[src/rtl/adcseq_pkg.sv]
package adcseq_pkg;
  localparam int SLOT_N = 16;
  localparam int CHAN_W = 4;
  localparam int CONV_W = 12;
  localparam int WORD_W = 16;
  localparam int IDX_W  = $clog2(SLOT_N);
  localparam int HALF_N = SLOT_N / 2;
  localparam int SLOTS_PER_WORD = WORD_W / CHAN_W;
  localparam int WORD_SEL_W = $clog2(SLOT_N / SLOTS_PER_WORD);

  typedef struct packed {
    logic                  resWe;
    logic [IDX_W-1:0]      resIdx;
    logic [IDX_W-1:0]      lookIdx;
    logic                  slotWe;
    logic [WORD_SEL_W-1:0] slotWord;
  } dpStrobe_t;
endpackage

[src/rtl/adcseq_datapath.sv]
module adcseq_datapath
  import adcseq_pkg::*;
(
  input  logic              clk,
  input  logic              rstN,
  input  dpStrobe_t         strobe,
  input  logic [WORD_W-1:0] wrData,
  input  logic [CONV_W-1:0] convData,
  input  logic [IDX_W-1:0]  rdIdx,
  output logic [CHAN_W-1:0] lookChan,
  output logic [WORD_W-1:0] rdData
);
  localparam int PAD_W = WORD_W - CONV_W;

  logic [CHAN_W-1:0] slotTab [SLOT_N];
  logic [WORD_W-1:0] resMem  [SLOT_N];

  for (genvar i = 0; i < SLOT_N; i++) begin : gSlot
    always_ff @(posedge clk) begin
      if (!rstN) begin
        slotTab[i] <= '0;
        resMem[i]  <= '0;
      end else begin
        if (strobe.slotWe && int'(strobe.slotWord) == i / SLOTS_PER_WORD)
          slotTab[i] <= wrData[(i % SLOTS_PER_WORD) * CHAN_W +: CHAN_W];
        if (strobe.resWe && int'(strobe.resIdx) == i)
          resMem[i] <= {convData, {PAD_W{1'b0}}};
      end
    end
  end

  assign lookChan = slotTab[strobe.lookIdx];
  assign rdData   = resMem[rdIdx];
endmodule

[src/rtl/adcseq_track.sv]
module adcseq_track
  import adcseq_pkg::*;
#(
  parameter int INIT_SLOT = 0
) (
  input  logic             clk,
  input  logic             rstN,
  input  logic [IDX_W-1:0] endSlot,
  input  logic [IDX_W-1:0] maxCnt,
  input  logic             contRun,
  input  logic             wrapAtEnd,
  input  logic             trig,
  input  logic             pendClear,
  input  logic             seqReset,
  input  logic             stepDone,
  input  logic             intEn,
  input  logic             intAlt,
  output logic             busy,
  output logic [IDX_W-1:0] ptr,
  output logic             intPulse
);
  localparam logic [IDX_W-1:0] INIT_IDX = IDX_W'(INIT_SLOT);

  logic [IDX_W-1:0] cnt;
  logic             pend;
  logic             eosTog;
  logic [IDX_W-1:0] nextPtr;
  logic             lastStep;

  always_comb begin
    nextPtr  = (ptr >= endSlot) ? INIT_IDX : ptr + 1'b1;
    lastStep = (cnt == maxCnt);
  end

  always_ff @(posedge clk) begin
    if (!rstN) begin
      ptr <= INIT_IDX; cnt <= '0; busy <= 1'b0;
      pend <= 1'b0; eosTog <= 1'b0; intPulse <= 1'b0;
    end else if (seqReset) begin
      ptr <= INIT_IDX; cnt <= '0; busy <= 1'b0;
      pend <= 1'b0; eosTog <= 1'b0; intPulse <= 1'b0;
    end else begin
      intPulse <= 1'b0;
      if (stepDone) begin
        if (lastStep) begin
          cnt      <= '0;
          ptr      <= (contRun && !wrapAtEnd) ? INIT_IDX : nextPtr;
          busy     <= contRun || pend || trig;
          pend     <= 1'b0;
          eosTog   <= ~eosTog;
          intPulse <= intEn && (!intAlt || eosTog);
        end else begin
          cnt <= cnt + 1'b1;
          ptr <= nextPtr;
          if (trig) pend <= 1'b1;
          else if (pendClear) pend <= 1'b0;
        end
      end else if (trig) begin
        if (busy) pend <= 1'b1;
        else busy <= 1'b1;
      end else if (pendClear) begin
        pend <= 1'b0;
      end
    end
  end

  assert_pend_implies_busy_R9: assert property (@(posedge clk) disable iff (!rstN)
    pend |-> busy);
  assert_reset_to_first_R6: assert property (@(posedge clk) disable iff (!rstN)
    seqReset |=> (ptr == INIT_IDX && !busy));
  assert_irq_one_cycle_R11: assert property (@(posedge clk) disable iff (!rstN)
    intPulse |=> !intPulse);
endmodule

[src/rtl/adcseq_ctrl.sv]
module adcseq_ctrl
  import adcseq_pkg::*;
(
  input  logic              clk,
  input  logic              rstN,
  input  logic              wrEn,
  input  logic [2:0]        wrAddr,
  input  logic [6:0]        cfgData,
  input  logic              trigEvA,
  input  logic              trigEvB,
  input  logic              trigExt,
  input  logic              convDone,
  input  logic [CHAN_W-1:0] lookChan,
  output dpStrobe_t         strobe,
  output logic              convStart,
  output logic [CHAN_W-1:0] convChan,
  output logic              irqLo,
  output logic              irqHi
);
  logic cascadeR, contRunR, wrapR;
  logic maskA1, maskB1, maskExt1, intEn1, intAlt1;
  logic maskB2, intEn2, intAlt2;
  logic [6:0] cntR;

  logic wrMode, wrLo, wrHi, wrCnt;
  logic [1:0] trigV, clearV, resetV, stepV, busyV, intV, intEnV, intAltV;
  logic [IDX_W-1:0] ptrV [2];
  logic [IDX_W-1:0] endV [2];
  logic [IDX_W-1:0] maxV [2];

  logic waitingR, ownerR, dropR, convStartR;
  logic [IDX_W-1:0] flightSlotR;
  logic [CHAN_W-1:0] convChanR;
  logic wantLo, wantHi;

  always_comb begin
    wrMode = wrEn && wrAddr == 3'd0;
    wrLo   = wrEn && wrAddr == 3'd1;
    wrHi   = wrEn && wrAddr == 3'd2;
    wrCnt  = wrEn && wrAddr == 3'd3;
  end

  always_ff @(posedge clk) begin
    if (!rstN) begin
      cascadeR <= 1'b0; contRunR <= 1'b0; wrapR <= 1'b0;
      maskA1 <= 1'b0; maskB1 <= 1'b0; maskExt1 <= 1'b0; intEn1 <= 1'b0; intAlt1 <= 1'b0;
      maskB2 <= 1'b0; intEn2 <= 1'b0; intAlt2 <= 1'b0;
      cntR <= '0;
    end else begin
      if (wrMode) {wrapR, contRunR, cascadeR} <= cfgData[2:0];
      if (wrLo) begin
        maskA1 <= cfgData[2]; maskB1 <= cfgData[3]; maskExt1 <= cfgData[4];
        intEn1 <= cfgData[5]; intAlt1 <= cfgData[6];
      end
      if (wrHi) begin
        maskB2 <= cfgData[3]; intEn2 <= cfgData[5]; intAlt2 <= cfgData[6];
      end
      if (wrCnt) cntR <= cfgData;
    end
  end

  always_comb begin
    trigV[0]   = (wrLo && cfgData[0]) || (trigEvA && maskA1) || (trigExt && maskExt1)
               || (cascadeR && trigEvB && maskB1);
    trigV[1]   = !cascadeR && ((wrHi && cfgData[0]) || (trigEvB && maskB2));
    clearV     = {wrHi && !cfgData[0], wrLo && !cfgData[0]};
    resetV     = {wrHi && cfgData[1], wrLo && cfgData[1]};
    intEnV     = {intEn2, intEn1};
    intAltV    = {intAlt2, intAlt1};
    endV[0]    = cascadeR ? IDX_W'(SLOT_N - 1) : IDX_W'(HALF_N - 1);
    endV[1]    = IDX_W'(SLOT_N - 1);
    maxV[0]    = cascadeR ? cntR[3:0] : {1'b0, cntR[2:0]};
    maxV[1]    = {1'b0, cntR[6:4]};
    for (int g = 0; g < 2; g++)
      stepV[g] = waitingR && convDone && !dropR && (int'(ownerR) == g);
  end

  for (genvar g = 0; g < 2; g++) begin : gSeq
    adcseq_track #(.INIT_SLOT(g * HALF_N)) uTrack (
      .clk(clk), .rstN(rstN), .endSlot(endV[g]), .maxCnt(maxV[g]),
      .contRun(contRunR), .wrapAtEnd(wrapR), .trig(trigV[g]),
      .pendClear(clearV[g]), .seqReset(resetV[g]), .stepDone(stepV[g]),
      .intEn(intEnV[g]), .intAlt(intAltV[g]),
      .busy(busyV[g]), .ptr(ptrV[g]), .intPulse(intV[g])
    );
  end

  always_comb begin
    wantLo          = busyV[0];
    wantHi          = busyV[1] && !cascadeR;
    strobe.lookIdx  = wantLo ? ptrV[0] : ptrV[1];
    strobe.resWe    = waitingR && convDone;
    strobe.resIdx   = flightSlotR;
    strobe.slotWe   = wrEn && wrAddr[2];
    strobe.slotWord = wrAddr[1:0];
  end

  always_ff @(posedge clk) begin
    if (!rstN) begin
      waitingR <= 1'b0; ownerR <= 1'b0; dropR <= 1'b0; convStartR <= 1'b0;
      flightSlotR <= '0; convChanR <= '0;
    end else begin
      convStartR <= 1'b0;
      if (!waitingR) begin
        if (wantLo || wantHi) begin
          waitingR    <= 1'b1;
          ownerR      <= !wantLo;
          flightSlotR <= strobe.lookIdx;
          convChanR   <= lookChan;
          convStartR  <= 1'b1;
          dropR       <= wantLo ? resetV[0] : resetV[1];
        end
      end else if (convDone) begin
        waitingR <= 1'b0;
        dropR    <= 1'b0;
      end else if (resetV[ownerR]) begin
        dropR <= 1'b1;
      end
    end
  end

  assign convStart = convStartR;
  assign convChan  = convChanR;
  assign irqLo     = intV[0];
  assign irqHi     = intV[1];

  assert_single_outstanding_R10: assert property (@(posedge clk) disable iff (!rstN)
    (waitingR && !convDone) |=> !convStart);
  assert_no_high_when_joined_R3: assert property (@(posedge clk) disable iff (!rstN)
    (convStart && ownerR) |-> !$past(cascadeR));
endmodule

[src/rtl/adc_autoseq.sv]
module adc_autoseq
  import adcseq_pkg::*;
(
  input  logic              clk,
  input  logic              rstN,
  input  logic              wrEn,
  input  logic [2:0]        wrAddr,
  input  logic [WORD_W-1:0] wrData,
  input  logic [IDX_W-1:0]  rdIdx,
  output logic [WORD_W-1:0] rdData,
  input  logic              trigEvA,
  input  logic              trigEvB,
  input  logic              trigExt,
  output logic              convStart,
  output logic [CHAN_W-1:0] convChan,
  input  logic              convDone,
  input  logic [CONV_W-1:0] convData,
  output logic              irqLo,
  output logic              irqHi
);
  dpStrobe_t         strobe;
  logic [CHAN_W-1:0] lookChan;

  adcseq_ctrl uCtrl (
    .clk(clk), .rstN(rstN), .wrEn(wrEn), .wrAddr(wrAddr), .cfgData(wrData[6:0]),
    .trigEvA(trigEvA), .trigEvB(trigEvB), .trigExt(trigExt), .convDone(convDone),
    .lookChan(lookChan), .strobe(strobe), .convStart(convStart), .convChan(convChan),
    .irqLo(irqLo), .irqHi(irqHi)
  );

  adcseq_datapath uData (
    .clk(clk), .rstN(rstN), .strobe(strobe), .wrData(wrData), .convData(convData),
    .rdIdx(rdIdx), .lookChan(lookChan), .rdData(rdData)
  );
endmodule

[config.mk]
export PLATFORM = sky130hd
export DESIGN_NAME = adc_autoseq
export DESIGN_NICKNAME = d
export VERILOG_FILES = /design/src/rtl/adcseq_pkg.sv /design/src/rtl/adcseq_datapath.sv /design/src/rtl/adcseq_track.sv /design/src/rtl/adcseq_ctrl.sv /design/src/rtl/adc_autoseq.sv
export SDC_FILE = /design/constraint.sdc
export NUM_CORES = 1
export LEC_CHECK = 0
export BUFFER_PORTS_ARGS = -buffer_cell sky130_fd_sc_hd__buf_2
export CAP_MARGIN = 10
export CORE_UTILIZATION = 56
export DETAILED_ROUTE_END_ITERATION = 8
export GPL_TIMING_DRIVEN = 1
export PLACE_DENSITY = 0.82
export RECOVER_POWER = 50
export REMOVE_ABC_BUFFERS = 1
export SYNTH_ARGS = -nofsm -noshare
export SYNTH_HDL_FRONTEND = slang
export SYNTH_SLANG_ARGS = --single-unit
[constraint.sdc]
create_clock -name clk -period 6.5 [get_ports clk]
set_input_delay 0.975 -clock clk [delete_from_list [all_inputs] [get_ports clk]]
set_output_delay 0.975 -clock clk [all_outputs]
set_load 0.05 [all_outputs]
; ---- Word level (Yosys, flattened, before mapping)
; Memory sizes are Yosys's and may differ from the RTL's. A register that Yosys moved wholly into a read port is not among the register bits.
; Index checks and enable logic that the tools add are counted.
[word_totals]
ff_bits = 50
ram_bits = 256
elab_cells = 320
inputBits = 42
mem_count = 2
[classes]
addsub = 4
n_eq_ne = 28
order_cmp = 3
mux = 132
bitwise = 41
n_reduce_logical = 81
[memory_table]
columns = name, depth, width, read_ports, rd_clocked_by_memory_dff, wr, line
row1 = uData.resMem, 16, 12, 1, 0, 16, adcseq_datapath.sv:16  ; logic [WORD_W-1:0] resMem [SLOT_N];
row2 = uData.slotTab, 16, 4, 1, 1, 16, adcseq_datapath.sv:15  ; logic [CHAN_W-1:0] slotTab [SLOT_N];
[op_table]
columns = cell, count
row1 = $mux W12, 16
row2 = $mux W4, 27
row3 = $mux W1, 89
row4 = $logic_and A1 B1 Y1, 45
row5 = $eq A4 B4 Y1 const B, 8
row6 = $or A1 B1 Y1, 32
row7 = $add A4 B1 Y4 const B, 4
row8 = $eq A4 B3 Y1 const B, 4
row9 = $reduce_and A2 Y1, 6
row10 = $logic_or A1 B1 Y1, 11
row11 = $not A1 Y1, 9
row12 = $eq A4 B2 Y1 const B, 2
row13 = $logic_not A1 Y1, 8
row14 = $reduce_or A4 Y1, 2
row15 = $eq A3 B2 Y1 const B, 2
row16 = $ne A3 B1 Y1 const B, 2
row17 = $reduce_bool A2 Y1, 3
row18 = $reduce_or A2 Y1, 3
row19 = $eq A2 B2 Y1 const B, 2
row20 = $eq A4 B1 Y1 const B, 1
row21 = $eq A4 B3 Y1, 1
row22 = $eq A4 B4 Y1, 1
row23 = $ge A4 B4 Y1, 1
row24 = $ge A4 B4 Y1 const B, 1
row25 = 8 further kinds, 9

; ---- Logic depth before layout (Yosys ltp)
; Gate-level depths: netlist (run 1).
[depth]
depth_word = 9
ltp_mapped = 8

; ---- Hierarchy
; Synthesis (run 1) repeated with hierarchy kept, for this count alone.
[unflattened]
hier_cells = 1040
hier_area_um2 = 14510.2
[by_module_without_submodules]
columns = mod, cells_each, seq_area_each_um2, n_inst, area_each_um2
row1 = adcseq_datapath, 750, 7687.4, 1, 11712.5
row2 = adcseq_ctrl, 136, 600.6, 1, 1415.1
row3 = adcseq_track (uCtrl.gSeq[1].uTrack), 77, 240.2, 1, 691.9
row4 = adcseq_track (uCtrl.gSeq[0].uTrack), 77, 240.2, 1, 690.7

; ---- Worst setup path after synthesis (run 1)
; No wires, ideal clock.
[synth_timing]
path_kind = input-to-output
start = input port rdIdx[0]
end = output port rdData[10]
arrival_ns = 2.482
slack_ns = 3.043
t_required_ns = 5.525
n_path_buf = 2
path_stages = 4
path_cell_list = buf_4 buf_6 mux4_2 mux4_2
[synth_via]
elab_chain_len = 1
[synth_lines]
columns = element, line
row1 = "start, declared", adc_autoseq.sv:9  ; input logic [IDX_W-1:0] rdIdx,
row2 = $mem_v2 Z16 W12, n/a
row3 = "end, declared", adc_autoseq.sv:10  ; output logic [WORD_W-1:0] rdData,
; Every way passes these cells.

; ---- Worst setup path after layout (run 1)
; Same ends and word-level chain as after synthesis.

==> results of run 1 <==
==> how the worst max path moves through the flow <==
stage,endpoint,slack [ps]
floorplan,rdData[10],3460
global placement,rdData[10],2040
detailed placement,rdData[10],1970
CTS,rdData[10],1960
global route,rdData[10],1830
finish,rdData[10],2020
==> layout by cell type (no fill, tap or decap), types with 6 or more instances in the layout <==
master       n
a211oi_1    20
a21oi_1     51
a22oi_1      8
a31oi_1      6
and2_0      10
and2_1     248
buf_2       52
clkbuf_1    38
clkbuf_16   31
clkinv_1     6
dfxtp_1     54
edfxtp_1   256
inv_1       17
mux2i_1     16
mux4_2      60
nand2_1     41
nand2b_1    19
nand3_1     14
nor2_1      71
nor2b_1     23
nor3_1       9
o211ai_1     6
o21ai_0     46
o22ai_1      9
or2_2       12
xor2_1       9
==> power by group through the flow <==
stage          clock network, W  logic, W  registers, W
2_1_floorplan                 0  0.000209       0.00230
3_3_place_gp                  0  0.000350       0.00231
3_5_place_dp                  0  0.000360       0.00231
4_1_cts                 0.00171  0.000362       0.00227
5_1_grt                 0.00178  0.000380       0.00227
6_report                0.00170  0.000357       0.00227
==> worst max-delay path, cell delays in order <==
cell and delay (ps):
buf_2 610, buf_4 570, mux4_2 590, mux4_2 500, buf_2 230
==> area by class of cell <==
class,count,share of cell area [%]
repair buffers,84,2.47
clock buffers,44,5.33
clock inverters,14,0.625
well taps,330,2.58
flip-flops and latches,310,54.7
multi-input cells,737,33.8
inverters,19,0.445
==> flip-flops by register name, summed over array words and instances, names as in the netlist, 2 cells and up <==
register                    cells
uData.resMem                  192
uData.slotTab                  64
uCtrl.gSeq.uTrack.cnt           8
uCtrl.gSeq.uTrack.ptr           8
uCtrl.cntR                      7
uCtrl.convChan                  4
uCtrl.flightSlotR               4
uCtrl.gSeq.uTrack.busy          2
uCtrl.gSeq.uTrack.eosTog        2
uCtrl.gSeq.uTrack.intPulse      2
uCtrl.gSeq.uTrack.pend          2
==> per-layer routing <==
layer,part of all wire (%),GRT usage [%],vias up
met4,3.5,9.26,0
met3,5.8,2.77,80
met1,39,33.1,4647
met5,0,0,-
met2,52,47.7,392
li1,-,-,4233
==> logic make-up after synthesis <==
family | Yosys count | share of synthesized area [%]
AOI/OAI and AO/OA | 175 | 7.50
xor gates and xnor gates | 14 | 0.839
adders and majority gates | 5 | 0.428
buffers and inverters | 99 | 3.01
DFF | 310 | 60.0
muxes | 76 | 10.3
other | 1 | 0.0257
and+or+nand+nor | 463 | 17.8
==> metrics by stage <==
step	cell area [µm²]	power (W)
global route	16000	0.00444
floorplan	14300	0.00251
finish	16000	0.00432
detailed placement	15100	0.00267
global placement	15100	0.00266
CTS	16100	0.00434
==> out/qor.txt, run 1 <==
vias in the first global route: 9272
total wire length: 34700 µm
hold slack: 461 ps
worst hold endpoint: uCtrl.gSeq[0].uTrack.intPulse
Max Slew Vio Count: 0
max_cap viols: 0
CTS Sinks: 310
Setup Viol. Count Final: 0
number of buffers added on ports: 60
Worst setup EP type: output pin
Sw Ratio: 23.7%
worst setup path startpoint: rdIdx[0]
share of the synthesized area in the top cell type: 52.6%
Worst Hold Class: reg2reg
# rows: 58
vias: 9352
hold_buf cts: 0
Area Overhead vs Synth: 9.66%
TritonRoute pass-1 iters: 5
CP max FO: 26
largest net degree at the start of global routing: 49
Vias/cell: 6.08
Fillers: 1910
Setup TNS Final: 0 ps
maximum vdd drop: 0.000223 V
first-pass GRT wire length: 53400 µm
Syn Inst Count: 1143
post-synthesis sequential area ratio: 60.0%
Post-synth EDFFs: 256
reg2reg path depth: 6
pwr/cell area: 270 nW/µm²
post-synthesis cell area: 14600 µm²
DRC violations left: 0
Worst Setup Start Kind: input port
post-cts resize count: 0
GRT Total Usage: 26.5%
P_int: 0.00330 W
RSZ-0062 raised after global routing: false
Inst Count DP: 1478
Die Y: 164 µm
Post-Layout Cell Count: 1538
Worst Skew: 6.50 ps
final setup margin: 2020 ps
initial antenna violation count: 0
post-synthesis register bit count: 310
P_leak: 5.84 nW
DIE AREA: 26700 µm²
Data required, critical path: 5520 ps
Initial Util: 57.5%
Final GP Congestion: 0.915
status: finished, final reports clean
Wirelength per Cell: 22.6 µm
CTS Buffer Depth: 3
top cells by area, synth: edfxtp_1 53%, and2_1 11%, mux4_2 9.2%, dfxtp_1 7.4%, nor2_1 1.8%
CTS tree: built
fmax: 223 MHz
worst slack at placement: 1970 ps
area leader, netlist: edfxtp_1
post-synth cell types: 56
arrival time worst endpoint: 3510 ps
CP Class: in2out
Clock power frac: 39.2%
top cells by count, synth: 258 x and2_1, 256 x edfxtp_1, 71 x nor2_1, 60 x mux4_2, 54 x dfxtp_1
clock transition at the registers of the reported paths: 60 ps
drt initial violations: 1075
Routed Antenna Nets: 0
fraction of layout cells with a size suffix above 1: 15.2%
reg-to-reg critical path endpoint: uCtrl.convChan[2]
Rel. slew slack: 6.45%
Final Hold Violating Endpoints: 0
R2R Setup Slk: 2950 ps
num ports: 65
sequential share of power: 52.5%
Core Box Area: 25400 µm²
Num CTS Buffers: 31
grt total ovfl: 0
Hold Crit Depth: 2
worst-margin pin slew: 1400 ps
worst skew pair latency: 570 ps
final core occ: 63.1%
net load switching power: 0.00102 W
Hold Crit Start: uCtrl.intEn1
Post-CTS Setup Bufs: 0
Detailed Place HPWL: 23300 µm
H-tree depth: 1
CTS Root Cell: clkbuf_16
Die X: 164 µm
total area of sequential cells: 8770 µm²
Final min period: 4480 ps
number of diodes: 0
period utilisation layout: 68.9%
asr flop ratio synth: 0%
most frequent cell after synthesis: and2_1
Syn Area/Cell: 12.8 µm²
Syn. warnings: 0
Reg2Reg Launch Point: uCtrl.gSeq[1].uTrack.ptr[0]
combinational share of power: 8.3%
nets: 1230
dominant synthesized flop cell: edfxtp_1
Multi-input gate area: 5420 µm²
No activity file was read; power rests on OpenSTA's default activity.
==> inputs of run 2 (changes only) <==
Clock period 6.5 ns to 4.2 ns, I/O delays scaled along.
==> out/qor.txt, run 2 (same netlist as run 1, synthesis figures left out) <==
worst-margin pin slew: 1410 ps (+9.42 ps)
Num CTS Buffers: 31 (unchanged)
fmax: 303 MHz
GRT Total Usage: 27.2% (+0.70 points)
Final Hold Violating Endpoints: 0 (unchanged)
Final GP Congestion: 0.907 (-0.79%)
Vias/cell: 6.22 (+2.2%)
Worst setup EP type: output pin
Core Box Area: 25400 µm² (unchanged)
TritonRoute pass-1 iters: 6 (+1)
grt total ovfl: 0 (unchanged)
vias in the first global route: 9248 (-0.26%)
Worst Setup Start Kind: input port
CP Class: in2out
fraction of layout cells with a size suffix above 1: 15.0% (-0.22 points)
Max Slew Vio Count: 0 (unchanged)
period utilisation layout: 78.6%
# rows: 58 (unchanged)
DIE AREA: 26700 µm² (unchanged)
H-tree depth: 1 (unchanged)
Wirelength per Cell: 23.2 µm (+2.8%)
max reg flops: 192 (unchanged)
hold_buf cts: 0 (unchanged)
Setup TNS Final: 0 ps (unchanged)
number of diodes: 0 (unchanged)
max_cap viols: 0 (unchanged)
P_leak: 5.84 nW (about the same)
Die Y: 164 µm (unchanged)
Post-CTS Setup Bufs: 0 (unchanged)
maximum vdd drop: 0.000360 V (+62%)
Worst Hold Class: in2reg
worst setup path startpoint: rdIdx[1]
P_int: 0.00512 W (+55%)
Die X: 164 µm (unchanged)
sequential share of power: 52.5% (about the same)
Hold Crit Depth: 2 (unchanged)
largest reg by FF count: uData.resMem
R2R Setup Slk: 1010 ps (-1940 ps)
combinational share of power: 8.3% (about the same)
Initial Util: 57.5% (unchanged)
Final min period: 3300 ps
worst skew pair latency: 560 ps (about the same)
Worst Skew: 7.77 ps (+1.27 ps)
Post-Layout Cell Count: 1542 (+0.26%)
drt initial violations: 1164 (+8.3%)
reg-to-reg critical path endpoint: uCtrl.flightSlotR[3]
Rel. slew slack: 5.83% (-0.63 points)
Data required, critical path: 3570 ps (-1950 ps)
total wire length: 35800 µm (+3.1%)
pwr/cell area: 417 nW/µm² (+55%)
arrival time worst endpoint: 2670 ps (-840 ps)
Routed Antenna Nets: 0 (unchanged)
RSZ-0062 raised after global routing: false
initial antenna violation count: 0 (unchanged)
final core occ: 63.2% (+0.15 points)
DRC violations left: 0 (unchanged)
worst setup path endpoint: rdData[9]
CTS Sinks: 310 (unchanged)
CTS Root Cell: clkbuf_16
Setup Viol. Count Final: 0 (unchanged)
CP max FO: 35 (+35%)
reg2reg path depth: 6 (unchanged)
first-pass GRT wire length: 53800 µm (+0.67%)
nets: 1234 (+0.33%)
number of buffers added on ports: 60 (unchanged)
status: finished, final reports clean
most common cell after layout, fill and taps aside: edfxtp_1
Clock power frac: 39.1% (about the same)
Detailed Place HPWL: 24000 µm (+2.8%)
Area Overhead vs Synth: 9.92%
largest net degree at the start of global routing: 49 (unchanged)
leading registers by flop count: uData.resMem (192), uData.slotTab (64)
Sw Ratio: 23.5% (-0.12 points)
clock transition at the registers of the reported paths: 60 ps (about the same)
Inst Count DP: 1482 (+0.27%)
num ports: 65 (unchanged)
Reg2Reg Launch Point: uCtrl.gSeq[0].uTrack.busy
most frequent cells in the layout: 256 x edfxtp_1, 218 x and2_1, 71 x nor2_1, 60 x mux4_2, 54 x dfxtp_1
vias: 9584 (+2.5%)
post-cts resize count: 0 (unchanged)
net load switching power: 0.00158 W (+54%)
CTS Buffer Depth: 3 (unchanged)
CTS tree: built
-- run 2: worst min path at each step --
| stage | start | end | slack, ps |
|---|---|---|---|
| after floorplan | uCtrl.intEn1 | uCtrl.gSeq[0].uTrack.intPulse | 430 |
| after global placement | uCtrl.intEn1 | uCtrl.gSeq[0].uTrack.intPulse | 450 |
| after detailed placement | uCtrl.intEn2 | uCtrl.gSeq[1].uTrack.intPulse | 460 |
| after CTS | wrData[9] | uData.slotTab[10][1] | 390 |
| after global routing | wrData[14] | uData.slotTab[3][2] | 400 |
| final | wrData[13] | uData.slotTab[15][1] | 400 |
-- run 2: critical path: stages --
cell and delay, ps:
buf_2 650, buf_4 340, mux4_2 320, mux4_2 470, buf_2 230
-- run 2: power by group through the flow --
| stage | clock network [W] | registers [W] | logic, W |
|---|---|---|---|
| after global routing | 0.00276 | 0.00353 | 0.000593 |
| after floorplan | 0 | 0.00356 | 0.000323 |
| final | 0.00262 | 0.00352 | 0.000559 |
| after CTS | 0.00263 | 0.00352 | 0.000565 |
| after global placement | 0 | 0.00358 | 0.000547 |
| after detailed placement | 0 | 0.00358 | 0.000563 |
-- run 2: area by class of cell --
| cell class | count | area [µm²] |
|---|---|---|
| Inverter | 19 | 71.3 |
| Sequential cell | 310 | 8770 |
| Clock inverter | 12 | 78.8 |
| Clock buffer | 46 | 873 |
| Tap cell | 330 | 413 |
| Fill cell | 1878 | 9340 |
| Multi-Input combinational cell | 737 | 5420 |
| Timing Repair Buffer | 88 | 440 |
-- run 2: layer usage --
| layer | global-route usage [%] | wire (µm) | vias to the layer above |
|---|---|---|---|
| li1 | - | - | 4243 |
| met1 | 33.5 | 13500 | 4697 |
| met2 | 47.2 | 17700 | 528 |
| met3 | 3.73 | 2860 | 116 |
| met4 | 13.0 | 1780 | 0 |
| met5 | 0 | 0 | - |
-- run 2: per-stage QoR --
step           cell area (µm²)  power [W]  hold slack, ps  setup slack (ps)
2_1_floorplan            14300    0.00389             433              1800
3_3_place_gp             15200    0.00412             452              1010
3_5_place_dp             15200    0.00414             460               923
4_1_cts                  16100    0.00671             385               933
5_1_grt                  16100    0.00687             399               817
6_report                 16100    0.00670             398               897
==> inputs of run 3 (changes only) <==
Clock period 4.2 ns to 3.4 ns, I/O delays scaled along.
==> out/qor.txt, run 3 (same netlist as run 1, synthesis figures left out) <==
CP max-delay cell: mux4_2
sequential share of power: 51.7% (-0.8 points)
initial antenna violation count: 0 (unchanged)
Clock power frac: 40.1% (+1.0 points)
most frequent cells in the layout: 256 x edfxtp_1, 210 x and2_1, 71 x nor2_1, 60 x mux4_2, 54 x dfxtp_1
CTS tree: built
combinational share of power: 8.2% (about the same)
CTS Sinks: 310 (unchanged)
Core Box Area: 25400 µm² (unchanged)
Routed Antenna Nets: 0 (unchanged)
fmax: 352 MHz
largest net degree at the start of global routing: 49 (unchanged)
Detailed Place HPWL: 23400 µm (-2.3%)
GRT Total Usage: 28.0% (+0.78 points)
failing checks: capacitance limit, slew limit
# rows: 58 (unchanged)
vias: 9650 (+0.69%)
net load switching power: 0.00198 W (+26%)
Max Slew Vio Count: 31 (+31)
Num CTS Buffers: 31 (unchanged)
Setup TNS Final: 0 ps (unchanged)
met3 wire len: 2820 µm (-1.4%)
critical-path cell list: buf_2 -> buf_12 -> mux4_2 -> mux4_2 -> buf_2
Post-Layout Cell Count: 1559 (+1.1%)
fraction of layout cells with a size suffix above 1: 17.2% (+2.2 points)
CP Class: in2out
number of diodes: 0 (unchanged)
Post-CTS Setup Bufs: 0 (unchanged)
DRC violations left: 0 (unchanged)
worst-margin pin slew: 1510 ps (+99.3 ps)
max reg flops: 192 (unchanged)
vias in the first global route: 9401 (+1.7%)
max_cap viols: 1 (+1)
Final GP Congestion: 0.862 (-5.1%)
period utilisation layout: 83.5%
H-tree depth: 1 (unchanged)
largest reg by FF count: uData.resMem
Final min period: 2840 ps
clock transition at the registers of the reported paths: 60 ps (about the same)
Initial Util: 57.5% (unchanged)
P_leak: 5.96 nW (+2.1%)
status: finished, violations left
Wirelength per Cell: 23.4 µm (+0.95%)
post-cts resize count: 0 (unchanged)
Die X: 164 µm (unchanged)
DIE AREA: 26700 µm² (unchanged)
maximum vdd drop: 0.000430 V (+19%)
Setup Viol. Count Final: 0 (unchanged)
number of buffers added on ports: 60 (unchanged)
worst setup path startpoint: rdIdx[0]
Final Hold Violating Endpoints: 0 (unchanged)
pwr/cell area: 515 nW/µm² (+23%)
Data required, critical path: 2890 ps (-680 ps)
WL met2: 18100 µm (+2.4%)
worst skew pair latency: 570 ps (about the same)
CTS Root Cell: clkbuf_16
WP buf/inv: 3 (unchanged)
Worst Setup Start Kind: input port
P_int: 0.00640 W (+25%)
most common cell after layout, fill and taps aside: edfxtp_1
uppermost layer routed: met4
Area Overhead vs Synth: 11.5%
CP max FO: 48 (+37%)
wl on met1: 14000 µm (+4.3%)
Hold Crit Start: wrData[14]
Rel. slew slack: -0.796% (-6.6 points)
nets: 1251 (+1.4%)
hold_buf cts: 0 (unchanged)
RSZ-0062 raised after global routing: false
total power: 0.00839 W (+25%)
largest stage delay on the critical path: 560 ps (-90 ps)
TritonRoute pass-1 iters: 5 (-1)
arrival time worst endpoint: 2330 ps (-340 ps)
Worst Skew: 14.6 ps (+6.85 ps)
grt total ovfl: 0 (unchanged)
Sw Ratio: 23.7% (+0.12 points)
delay-heaviest family, CP: multiplexers
Die Y: 164 µm (unchanged)
num ports: 65 (unchanged)
total wire length: 36500 µm (+2.1%)
Worst Hold Class: in2reg
first-pass GRT wire length: 55300 µm (+2.8%)
drt initial violations: 1189 (+2.1%)
Worst setup EP type: output pin
leading registers by flop count: uData.resMem (192), uData.slotTab (64)
Inst Count DP: 1501 (+1.3%)
CTS Buffer Depth: 3 (unchanged)
Vias/cell: 6.19 (-0.41%)
Reg2Reg Launch Point: uCtrl.gSeq[0].uTrack.ptr[0]
[run 3: changes by cell type in the layout (fill, tap and decap cells not counted), sizes merged]
cell | before | now
buf | 60 | 72
clkinv | 12 | 16
clkbuf | 74 | 73
clkinvlp | 0 | 1
inv | 18 | 19
[run 3: layer usage]
metal,vias to the layer above,GRT usage (%)
met4,0,11.4
met3,101,3.94
li1,4270,-
met1,4742,36.3
met5,-,0
met2,537,47.3
[run 3: cell type report]
cell class | count | area (µm²)
Clock inverter | 18 | 129
Tap cell | 330 | 413
Clock buffer | 40 | 883
Fill cell | 1875 | 9110
Inverter | 19 | 71.3
Multi-Input combinational cell | 737 | 5450
Sequential cell | 310 | 8770
Timing Repair Buffer | 105 | 577
[run 3: stage by stage]
stage / setup slack (ps) / hold WS, ps / instance area, µm² / utilization, %
6_report: 560 / 271 / 16300 / 64.1
5_1_grt: 388 / 265 / 16300 / 64.1
4_1_cts: 541 / 257 / 16400 / 64.5
3_5_place_dp: 542 / 453 / 15400 / 60.5
3_3_place_gp: 587 / 449 / 15400 / 60.5
2_1_floorplan: 1050 / 433 / 14300 / -
[run 3: power groups by stage]
stage	logic [W]	clock network [W]	registers [W]
2_1_floorplan	0.000399	0	0.00440
3_3_place_gp	0.000677	0	0.00440
3_5_place_dp	0.000697	0	0.00441
4_1_cts	0.000701	0.00338	0.00433
5_1_grt	0.000735	0.00353	0.00435
6_report	0.000691	0.00336	0.00434
[run 3: worst paths after layout]
kind / endpoint / slack (ps) / depth (start not counted)
min: uData.slotTab[15][2] / 270 / 2
min reg2reg: uCtrl.gSeq[0].uTrack.intPulse / 460 / 2
max: rdData[13] / 560 / 5
max reg2reg: uCtrl.convChan[0] / 980 / 6
[run 3: worst register-to-register path, cell delays in order, from the launching register on]
cell and delay (ps):
dfxtp_1 800, clkinv_1 450, a211oi_1 390, nor3_1 110, o221a_2 260, o21ai_0 200, a21oi_1 100
